==> config.mk <==
export PLATFORM = sky130hd
export DESIGN_NAME = swpf_port_gate
export DESIGN_NICKNAME = d
export VERILOG_FILES = /design/src/rtl/swpf_pkg.sv /design/src/rtl/swpf_frame_fifo.sv /design/src/rtl/swpf_enable_ctrl.sv /design/src/rtl/swpf_tx_ingress.sv /design/src/rtl/swpf_port_gate.sv
export SDC_FILE = /design/constraint.sdc
export NUM_CORES = 1
export LEC_CHECK = 0
export BUFFER_PORTS_ARGS = -buffer_cell sky130_fd_sc_hd__buf_2
export CAP_MARGIN = 10
export CORE_ASPECT_RATIO = 1.5
export CORE_MARGIN = 10
export CORE_UTILIZATION = 35
export CTS_BUF_LIST = sky130_fd_sc_hd__clkbuf_16
export DETAILED_ROUTE_END_ITERATION = 16
export PLACE_DENSITY = 0.51
export SYNTH_ARGS = -nofsm -noshare
export SYNTH_HDL_FRONTEND = slang
export SYNTH_HIERARCHICAL = 1
export SYNTH_SLANG_ARGS = --single-unit
==> constraint.sdc <==
create_clock -name clk -period 4.6 [get_ports clk]
set_clock_uncertainty 0.2 [all_clocks]
set_input_delay 0.23 -clock clk [delete_from_list [all_inputs] [get_ports clk]]
set_output_delay 0.23 -clock clk [all_outputs]
set_load 0.01 [all_outputs]
==> src/rtl/swpf_pkg.sv <==
package swpf_pkg;
   typedef struct packed {
      logic sop;
      logic eop;
   } swpf_mark_t;

   localparam int MARK_W = $bits(swpf_mark_t);

   function automatic bit swpf_is_pow2(input int v);
      return (v >= 2) && ((v & (v - 1)) == 0);
   endfunction
endpackage

==> src/rtl/swpf_frame_fifo.sv <==
module swpf_frame_fifo #(
   parameter int WIDTH = 34,
   parameter int DEPTH = 8
) (
   input  logic             clk,
   input  logic             rst_n,
   input  logic             clr,
   input  logic             wr_en,
   input  logic [WIDTH-1:0] wr_data,
   input  logic             rd_en,
   output logic [WIDTH-1:0] rd_data,
   output logic             full,
   output logic             empty
);
   import swpf_pkg::*;

   localparam int AW = $clog2(DEPTH);

   if (!swpf_is_pow2(DEPTH)) begin : g_bad_depth
      $error("swpf_frame_fifo: DEPTH must be a power of two >= 2");
   end
   if (WIDTH < 1) begin : g_bad_width
      $error("swpf_frame_fifo: WIDTH must be positive");
   end

   logic [WIDTH-1:0] mem [DEPTH];
   logic [AW-1:0]    wptr, rptr;
   logic [AW:0]      cnt;
   logic             do_wr, do_rd;

   assign full  = (cnt == (AW+1)'(DEPTH));
   assign empty = (cnt == '0);
   assign do_wr = wr_en && !full;
   assign do_rd = rd_en && !empty;
   assign rd_data = mem[rptr];

   always_ff @(posedge clk or negedge rst_n) begin
      if (!rst_n) begin
         wptr <= '0;
         rptr <= '0;
         cnt  <= '0;
      end else if (clr) begin
         wptr <= '0;
         rptr <= '0;
         cnt  <= '0;
      end else begin
         if (do_wr) wptr <= wptr + 1'b1;
         if (do_rd) rptr <= rptr + 1'b1;
         case ({do_wr, do_rd})
            2'b10:   cnt <= cnt + 1'b1;
            2'b01:   cnt <= cnt - 1'b1;
            default: cnt <= cnt;
         endcase
      end
   end

   always_ff @(posedge clk) begin
      if (do_wr && !clr) mem[wptr] <= wr_data;
   end

   // a clear leaves the FIFO empty on the next cycle
   assert_clr_empties_R4: assert property (@(posedge clk) disable iff (!rst_n)
      clr |=> empty);
   assert_no_overfill_R7: assert property (@(posedge clk) disable iff (!rst_n)
      (full && !rd_en && !clr) |=> full);
endmodule

==> src/rtl/swpf_enable_ctrl.sv <==
module swpf_enable_ctrl (
   input  logic clk,
   input  logic rst_n,
   input  logic switch_en,
   input  logic port_dis,
   input  logic cfg_wr,
   input  logic cfg_tx_en,
   input  logic cfg_rx_en,
   output logic tx_en,
   output logic rx_en,
   output logic tx_flush,
   output logic rx_flush
);
   logic tx_nxt, rx_nxt;

   always_comb begin
      tx_nxt = tx_en;
      rx_nxt = rx_en;
      if (port_dis) begin
         tx_nxt = 1'b0;
         rx_nxt = 1'b0;
      end else if (cfg_wr) begin
         tx_nxt = cfg_tx_en;
         rx_nxt = cfg_rx_en;
      end
   end

   assign tx_flush = !tx_nxt || !switch_en;
   assign rx_flush = !rx_nxt || !switch_en;

   always_ff @(posedge clk or negedge rst_n) begin
      if (!rst_n) begin
         tx_en <= 1'b0;
         rx_en <= 1'b0;
      end else begin
         tx_en <= tx_nxt;
         rx_en <= rx_nxt;
      end
   end

   assert_dis_clears_R1: assert property (@(posedge clk) disable iff (!rst_n)
      port_dis |=> (!tx_en && !rx_en));
   assert_hold_no_write_R2: assert property (@(posedge clk) disable iff (!rst_n)
      (!port_dis && !cfg_wr) |=> ($stable(tx_en) && $stable(rx_en)));
endmodule

==> src/rtl/swpf_tx_ingress.sv <==
module swpf_tx_ingress #(
   parameter bit STALL_ON_FULL = 1'b0
) (
   input  logic clk,
   input  logic rst_n,
   input  logic tx_en,
   input  logic tx_flush,
   input  logic app_sop,
   input  logic app_eop,
   input  logic app_valid,
   output logic app_ready,
   input  logic buf_full,
   output logic buf_wr,
   output logic txs_valid,
   output logic txs_err
);
   logic in_frame;
   logic err_acc;
   logic take;
   logic lost;

   if (STALL_ON_FULL) begin : g_stall
      assign app_ready = !tx_en || !buf_full;
   end else begin : g_drop
      assign app_ready = 1'b1;
   end

   assign take   = app_valid && app_ready && tx_en && !tx_flush && (app_sop || in_frame);
   assign lost   = take && buf_full;
   assign buf_wr = take && !buf_full;

   always_ff @(posedge clk or negedge rst_n) begin
      if (!rst_n) begin
         in_frame  <= 1'b0;
         err_acc   <= 1'b0;
         txs_valid <= 1'b0;
         txs_err   <= 1'b0;
      end else if (tx_flush) begin
         in_frame  <= 1'b0;
         err_acc   <= 1'b0;
         txs_valid <= 1'b0;
         txs_err   <= 1'b0;
      end else begin
         txs_valid <= take && app_eop;
         txs_err   <= take && app_eop && (lost || (err_acc && !app_sop));
         if (take) begin
            in_frame <= !app_eop;
            err_acc  <= app_eop ? 1'b0 : (lost || (err_acc && !app_sop));
         end
      end
   end

   assert_no_status_off_R5: assert property (@(posedge clk) disable iff (!rst_n)
      !tx_en |=> !txs_valid);
   assert_status_after_eop_R6: assert property (@(posedge clk) disable iff (!rst_n)
      txs_valid |-> $past(app_valid && app_eop && tx_en));
endmodule

==> src/rtl/swpf_port_gate.sv <==
module swpf_port_gate #(
   parameter int DATA_W        = 32,
   parameter int TX_DEPTH      = 8,
   parameter int RX_DEPTH      = 8,
   parameter bit STALL_ON_FULL = 1'b0
) (
   input  logic              clk,
   input  logic              rst_n,
   input  logic              switch_en,
   input  logic              port_dis,
   input  logic              cfg_wr,
   input  logic              cfg_tx_en,
   input  logic              cfg_rx_en,
   output logic              port_tx_en,
   output logic              port_rx_en,
   input  logic [DATA_W-1:0] app_data,
   input  logic              app_sop,
   input  logic              app_eop,
   input  logic              app_valid,
   output logic              app_ready,
   output logic              txs_valid,
   output logic              txs_err,
   output logic [DATA_W-1:0] fab_tx_data,
   output logic              fab_tx_sop,
   output logic              fab_tx_eop,
   output logic              fab_tx_valid,
   input  logic              fab_tx_ready,
   input  logic [DATA_W-1:0] fab_rx_data,
   input  logic              fab_rx_sop,
   input  logic              fab_rx_eop,
   input  logic              fab_rx_valid,
   output logic              fab_rx_ready,
   output logic [DATA_W-1:0] dma_data,
   output logic              dma_sop,
   output logic              dma_eop,
   output logic              dma_valid,
   input  logic              dma_ready
);
   import swpf_pkg::*;

   localparam int WORD_W = DATA_W + MARK_W;

   if (DATA_W < 1) begin : g_bad_data_w
      $error("swpf_port_gate: DATA_W must be positive");
   end

   logic tx_flush, rx_flush;
   logic tx_full, tx_empty, tx_wr;
   logic rx_full, rx_empty, rx_wr;
   logic [WORD_W-1:0] tx_in, tx_out, rx_in, rx_out;
   swpf_mark_t tx_mark_in, rx_mark_in, tx_mark_out, rx_mark_out;

   swpf_enable_ctrl u_en (
      .clk       (clk),
      .rst_n     (rst_n),
      .switch_en (switch_en),
      .port_dis  (port_dis),
      .cfg_wr    (cfg_wr),
      .cfg_tx_en (cfg_tx_en),
      .cfg_rx_en (cfg_rx_en),
      .tx_en     (port_tx_en),
      .rx_en     (port_rx_en),
      .tx_flush  (tx_flush),
      .rx_flush  (rx_flush)
   );

   swpf_tx_ingress #(.STALL_ON_FULL(STALL_ON_FULL)) u_ing (
      .clk       (clk),
      .rst_n     (rst_n),
      .tx_en     (port_tx_en),
      .tx_flush  (tx_flush),
      .app_sop   (app_sop),
      .app_eop   (app_eop),
      .app_valid (app_valid),
      .app_ready (app_ready),
      .buf_full  (tx_full),
      .buf_wr    (tx_wr),
      .txs_valid (txs_valid),
      .txs_err   (txs_err)
   );

   assign tx_mark_in = '{sop: app_sop, eop: app_eop};
   assign tx_in      = {tx_mark_in, app_data};

   swpf_frame_fifo #(.WIDTH(WORD_W), .DEPTH(TX_DEPTH)) u_tx_fifo (
      .clk     (clk),
      .rst_n   (rst_n),
      .clr     (tx_flush),
      .wr_en   (tx_wr),
      .wr_data (tx_in),
      .rd_en   (fab_tx_ready),
      .rd_data (tx_out),
      .full    (tx_full),
      .empty   (tx_empty)
   );

   assign tx_mark_out  = swpf_mark_t'(tx_out[WORD_W-1:DATA_W]);
   assign fab_tx_data  = tx_out[DATA_W-1:0];
   assign fab_tx_sop   = tx_mark_out.sop;
   assign fab_tx_eop   = tx_mark_out.eop;
   assign fab_tx_valid = !tx_empty;

   // receive path: words are discarded with ready high while disabled
   assign fab_rx_ready = port_rx_en ? !rx_full : 1'b1;
   assign rx_wr        = fab_rx_valid && port_rx_en && !rx_flush && !rx_full;
   assign rx_mark_in   = '{sop: fab_rx_sop, eop: fab_rx_eop};
   assign rx_in        = {rx_mark_in, fab_rx_data};

   swpf_frame_fifo #(.WIDTH(WORD_W), .DEPTH(RX_DEPTH)) u_rx_fifo (
      .clk     (clk),
      .rst_n   (rst_n),
      .clr     (rx_flush),
      .wr_en   (rx_wr),
      .wr_data (rx_in),
      .rd_en   (dma_ready),
      .rd_data (rx_out),
      .full    (rx_full),
      .empty   (rx_empty)
   );

   assign rx_mark_out = swpf_mark_t'(rx_out[WORD_W-1:DATA_W]);
   assign dma_data    = rx_out[DATA_W-1:0];
   assign dma_sop     = rx_mark_out.sop;
   assign dma_eop     = rx_mark_out.eop;
   assign dma_valid   = !rx_empty;

   assert_switch_off_R10: assert property (@(posedge clk) disable iff (!rst_n)
      !switch_en |=> (!dma_valid && !fab_tx_valid));
   assert_dis_abort_R9: assert property (@(posedge clk) disable iff (!rst_n)
      port_dis |=> !dma_valid);
   assert_ready_off_R3: assert property (@(posedge clk) disable iff (!rst_n)
      !port_tx_en |=> (!fab_tx_valid || port_tx_en));
endmodule

# After elaboration in Yosys (flattened, before gate mapping)
# Memories as Yosys holds them, arrays and structs flattened.
# Index checks and enable logic that the tools add are counted.
dict set report classes {
  add_sub_neg 8
  eq_ne 6
  muxes 28
  n_reduce_logical 41
}
# operator count
set ops {}
lappend ops {{$mux W3} 8}
lappend ops {{$logic_and A1 B1 Y1} 17}
lappend ops {{$mux W1} 16}
lappend ops {{$pmux W4 S2} 2}
lappend ops {{$add A3 B1 Y3 const B} 4}
lappend ops {{$logic_not A1 Y1} 11}
lappend ops {{$reduce_bool A2 Y1} 5}
lappend ops {{$add A4 B1 Y4 const B} 2}
lappend ops {{$eq A4 B4 Y1 const B} 2}
lappend ops {{$logic_not A4 Y1} 2}
lappend ops {{$mux W4} 2}
lappend ops {{$sub A4 B1 Y4 const B} 2}
lappend ops {{$reduce_bool A3 Y1} 2}
lappend ops {{$eq A2 B1 Y1 const B} 2}
lappend ops {{$eq A2 B2 Y1 const B} 2}
lappend ops {{$logic_or A1 B1 Y1} 4}
dict set report totals {
  regBits 26
  ram_bits 544
  input_bits 79
  output_inout_bits 76
  word_cells 97
  mem_count 2
}
# name depth width rd rd_clocked_by_memory_dff wr line
set memory_table {}
lappend memory_table {u_rx_fifo.mem 8 34 1 0 1 swpf_frame_fifo.sv:26} ;# logic [WIDTH-1:0] mem [DEPTH];
lappend memory_table {u_tx_fifo.mem 8 34 1 0 1 swpf_frame_fifo.sv:26}

# Logic depth before layout (Yosys ltp)
dict set report logic_depth {
  word_depth 12
  depth_mapped 12
  mapped_depth_nobuf 9
}

# Modules after synthesis
# Netlist, hierarchy kept.
# module instances cells_each area_per_inst_um2 seq_area_each_um2
set by_module_without_submodules {}
lappend by_module_without_submodules {swpf_frame_fifo 2 471 10890.4 8418.1}
lappend by_module_without_submodules {swpf_tx_ingress 1 18 200.2 100.1}
lappend by_module_without_submodules {swpf_enable_ctrl 1 9 96.3 50.0}
lappend by_module_without_submodules {swpf_port_gate 1 4 23.8 0.0}

# Worst setup path before layout
# OpenSTA, ideal clock, no wires.
dict set report synth_timing {
  kind {register to register}
  start {register u_rx_fifo.cnt[3]}
  end {memory u_rx_fifo.mem[0][0] (enable)}
  setup_ns 0.468
  arrival_ns 3.997
  t_required_ns 3.932
  setup_slack_ns -0.064
  stages_incl_launch_ff 9
  path_buffers 2
  synth_period_minus_slack_ns 4.664
  path_cell_list {dfrtp_1 > or4b_4 > buf_6 > inv_1 > and4bb_2 > clkbuf_1 > and3b_1 > nand2b_1 > nor3_1}
}
dict set report synth_between {
  elab_chain_cells 7
}
# item line
set synth_rtl {}
lappend synth_rtl {{from (decl)} swpf_frame_fifo.sv:28} ;# logic [AW:0] cnt;
lappend synth_rtl {{from (signal assigned)} swpf_frame_fifo.sv:50} ;# 2'b10: cnt <= cnt + 1'b1;
lappend synth_rtl {{from (signal assigned)} swpf_frame_fifo.sv:51} ;# 2'b01: cnt <= cnt - 1'b1;
lappend synth_rtl {{from (signal assigned)} swpf_frame_fifo.sv:52} ;# default: cnt <= cnt;
lappend synth_rtl {{$eq A4 B4 Y1} swpf_frame_fifo.sv:31} ;# assign full = (cnt == (AW+1)'(DEPTH));
lappend synth_rtl {{named net rx_full} swpf_port_gate.sv:49} ;# logic rx_full, rx_empty, rx_wr;
lappend synth_rtl {{$logic_not A1 Y1} swpf_port_gate.sv:105} ;# assign rx_wr = fab_rx_valid && port_rx_en && !rx_flush && !rx_full;
lappend synth_rtl {{$logic_and A1 B1 Y1} swpf_port_gate.sv:105}
lappend synth_rtl {{named net rx_wr} swpf_port_gate.sv:49}
lappend synth_rtl {{$logic_and A1 B1 Y1} swpf_frame_fifo.sv:33} ;# assign do_wr = wr_en && !full;
lappend synth_rtl {{$logic_and A1 B1 Y1} swpf_frame_fifo.sv:58} ;# if (do_wr && !clr) mem[wptr] <= wr_data;
lappend synth_rtl {{$mux W1} swpf_frame_fifo.sv:58}
lappend synth_rtl {{$mux W1 (implied by the code)} swpf_frame_fifo.sv:58}
lappend synth_rtl {{to (decl)} swpf_frame_fifo.sv:26}
# The timed path passes the listed nets, and every way through them passes these cells.

# Worst setup path after layout
dict set report layout_timing {
  start {register u_en.rx_en}
  end {memory u_rx_fifo.mem[6][13] (enable)}
}
dict set report layout_between {
  elab_chain_cells 11
  elab_cells_between_ends 12
  cone_classes {4 x mux; 8 x reduce/logical}
}
# item line
set layout_rtl {}
lappend layout_rtl {{from (decl)} swpf_enable_ctrl.sv:10} ;# output logic rx_en,
lappend layout_rtl {{from (signal assigned)} swpf_enable_ctrl.sv:37} ;# rx_en <= rx_nxt;
lappend layout_rtl {{$mux W1} swpf_enable_ctrl.sv:22} ;# end else if (cfg_wr) begin
lappend layout_rtl {{$mux W1} swpf_enable_ctrl.sv:19} ;# if (port_dis) begin
lappend layout_rtl {{$logic_not A1 Y1} swpf_enable_ctrl.sv:29} ;# assign rx_flush = !rx_nxt || !switch_en;
lappend layout_rtl {{$logic_or A1 B1 Y1} swpf_enable_ctrl.sv:29}
lappend layout_rtl {{named net rx_flush} swpf_port_gate.sv:47} ;# logic tx_flush, rx_flush;
lappend layout_rtl {{$logic_not A1 Y1} swpf_port_gate.sv:105}
lappend layout_rtl {{$logic_and A1 B1 Y1 (2 in a row)} swpf_port_gate.sv:105}
lappend layout_rtl {{named net rx_wr} swpf_port_gate.sv:49}
lappend layout_rtl {{$logic_and A1 B1 Y1} swpf_frame_fifo.sv:33}
lappend layout_rtl {{$logic_and A1 B1 Y1} swpf_frame_fifo.sv:58}
lappend layout_rtl {{$mux W1} swpf_frame_fifo.sv:58}
lappend layout_rtl {{$mux W1 (implied by the code)} swpf_frame_fifo.sv:58}
# The timed path passes the listed nets, and every way through them passes these cells.

==> flow_summary.toml <==
[status]
outcome = "completed"

[power_and_ir_drop]
vdd_drop_max_uv = 400.9
finalPower_mw = 10.60
powerDensity_mw_per_mm2 = 395.5
p_leak_nw = 8.690

[sta]
setup_ws_ns = 1.143
fmax_mhz = 289.3
finalHoldViolCount = 0
relSlewSlack_pct = 31.49
setup_tns_ns = 0
rsz0062_at_grt = "false"
worst_pin_slew_ns = 1.028
drv_slew = 0
min_period_ns = 3.457
period_share_pct = 75.14
setup_viol = 0

[logic_synthesis]
synth_edf_count = 544
synth.yosys.seq_area_share_pct = 76.86
ys_top_cells_by_count = "edfxtp_1 (544), mux4_2 (136), mux2_2 (68)"
synth.avg_cell_area_um2 = 22.71
ys.flop_type = "edfxtp_1"
yosys.area_share.simple_pct = 1.998
async_reset_ff_share_pct = 4.561
syn_area_mm2 = 0.02210
synth-xor-area-share_pct = 0.4755
synthTopCellsByArea = "edfxtp_1 (74%), mux4_2 (14%), mux2_2 (3.5%)"
synth.distinct_cells = 42
synth_compound_area_share_pct = 1.064
synth_top_area_share_pct = 73.91
syn_nets = 1062
yosys.area.top_type = "edfxtp_1"
synthAdderAreaFrac_pct = 0.6341
ys_warn_count = 6
ys_ff_latch = 570
yosys.cell_count.top_type = "edfxtp_1"
synthMuxAreaShare_pct = 17.78
syn_inst = 973
synth_top_family_by_area = "multiplexers"

[route]
vias = 10260
drc_errors = 0
wire_per_inst_um = 22.16
first_iter_violations = 662
dr.pass1.iters = 4
via_per_inst = 4.906
wl_mm = 46.36
antenna_left = 0

[setup_path]
path_cells = "mux2i_1 > nand2b_1 > and4bb_2 > and3b_1 > nand2b_1 > nor2_4 > buf_4"
end_kind = "flop"
cpMostUsedCell = "nand2b_1"
cp_slowest_cell = "and4bb_2"
path_class = "reg -> reg"
worst_setup_path_start_kind = "flop"
worstRegToRegCells = 7
required_ns = 4.68
worst-path-max-fanout = 17
crit_arrival_ns = 3.53
cp_slowest_stage_delay_ns = 0.58

[finish]
fillers = 5401
multi_input_area_mm2 = 0.004977
regArea_mm2 = 0.01700
area_growth_pct = 21.30
final_nets = 1336
drive_gt1_share_pct = 40.06

[worst_hold_path]
hp-class = "in -> async"

[placement]
place_ws_ns = 1.140
port_buffers = 153
routabilityCongestion = 0.7018
dp_hpwl_mm = 28.61

[global_route]
grt_pass1_wl_mm = 71.17
grt_max_degree = 47
antenna_found_initial = 1
grt_pass1_vias = 11490
track_usage_pct = 12.63
overflow = 0

[clock_tree]
ctsLongestPathBuffers = 3
clkSlewWorstSetupHoldPaths_ns = 0.06
htreeDepth = 2
post-cts-setup-buffers = 0
cts_buffers = 55
clock_latency_ns = 0.57
cts_tree = "done"
cts_resized = 0
postCtsHoldBufs = 79
cts_root_buffer = "clkbuf_16"
clock-sinks = 570

[floorplan]
std_cell_rows = 112
dieArea_mm2 = 0.07380
die_w_um = 225.2
start_util_pct = 35.44
pin_count = 155
die_h_um = 327.8
core_mm2 = 0.06236

[run]
cap_violations = 0
report_power, final:
part	leakage (nW)	total, mW	internal, mW	switching, mW
Sequential	5.24	5.68	5.68	0.00148
Clock	0.963	4.76	2.83	1.93
Combinational	2.49	0.168	0.0726	0.0953
Total	8.69	10.6	8.58	2.02
cell type report:
cell class | count | area share, %
flip-flops and latches | 570 | 63.41
multi-input cells | 348 | 18.57
repair buffers | 266 | 6.945
clock buffers | 57 | 5.321
well taps | 798 | 3.724
clock inverters | 46 | 1.942
inverters | 6 | 0.08401
diodes | 1 | 0.009334
worst paths after layout:
check / from / end / slack (ns)
min reg2reg: u_tx_fifo/rptr[2] / u_tx_fifo/rptr[2] / 0.35
min: rst_n / u_tx_fifo/cnt[1] / 0.07
min in group clk: fab_rx_valid / u_rx_fifo/wptr[1] / 0.07
max reg2reg: u_en/rx_en / u_rx_fifo/mem[6][13] / 1.14
max in group asynchronous: rst_n / u_rx_fifo/rptr[0] / 3.61
max: u_en/rx_en / u_rx_fifo/mem[6][13] / 1.14
per-layer routing:
metal | track usage (%) | vias up | routed length [um]
met4 | 3.091 | 0 | 720
met3 | 2.721 | 49 | 2271
li1 | - | 4626 | -
met5 | 0 | - | 0
met1 | 15.68 | 5362 | 19460
met2 | 22.05 | 226 | 23910
worst max-delay path: cells and delay by family, from the launching register on:
kind	cells	cell delay (ns)
multiplexers	1	0.11
flip-flops	1	0.42
AND/OR/NAND/NOR	5	2.09
buffers and inverters	1	0.33
registers in the layout, indices dropped and copies added, names as in the netlist:
register,cells
u_rx_fifo/rptr,3
u_ing/err_acc,1
u_ing/txs_valid,1
u_tx_fifo/cnt,4
u_rx_fifo/cnt,4
u_rx_fifo/wptr,3
u_tx_fifo/rptr,3
u_en/tx_en,1
u_ing/in_frame,1
u_rx_fifo/mem,272
u_ing/txs_err,1
u_tx_fifo/wptr,3
u_tx_fifo/mem,272
u_en/rx_en,1
logic make-up after synthesis:
kind of cell	Yosys count
other cells	1
simple gates	85
xor+xnor	12
flops	570
fa+ha+maj	10
mux	214
compound gates	26
buf+inv	55
metrics by stage:
stage          area (um^2)  std cells  hold slack [ns]  util, %
4_1_cts              26810       2091          0.02079    42.99
3_3_place_gp         24070       1909           0.1071    38.60
5_1_grt              26810       2091          0.07918    42.99
3_5_place_dp         24070       1909           0.1224    38.60
2_1_floorplan        22110        973          -0.2656        -
6_report             26810       2092          0.06924    42.99
layout by cell type, fill, tap and decap left out, types with 7 or more instances in the layout:
cell,count
ha_1,8
buf_2,153
nor2_4,12
dlygate4sd3_1,79
mux2i_1,10
a21oi_1,7
nand2_1,11
mux4_2,136
nand3_1,8
dfrtp_1,20
edfxtp_1,544
nor2_1,24
clkbuf_16,57
buf_4,30
mux2_2,68
nand2b_1,8
bufinv_16,10
inv_1,10
clkinv_2,11
(Power assumes the default switching activity.)
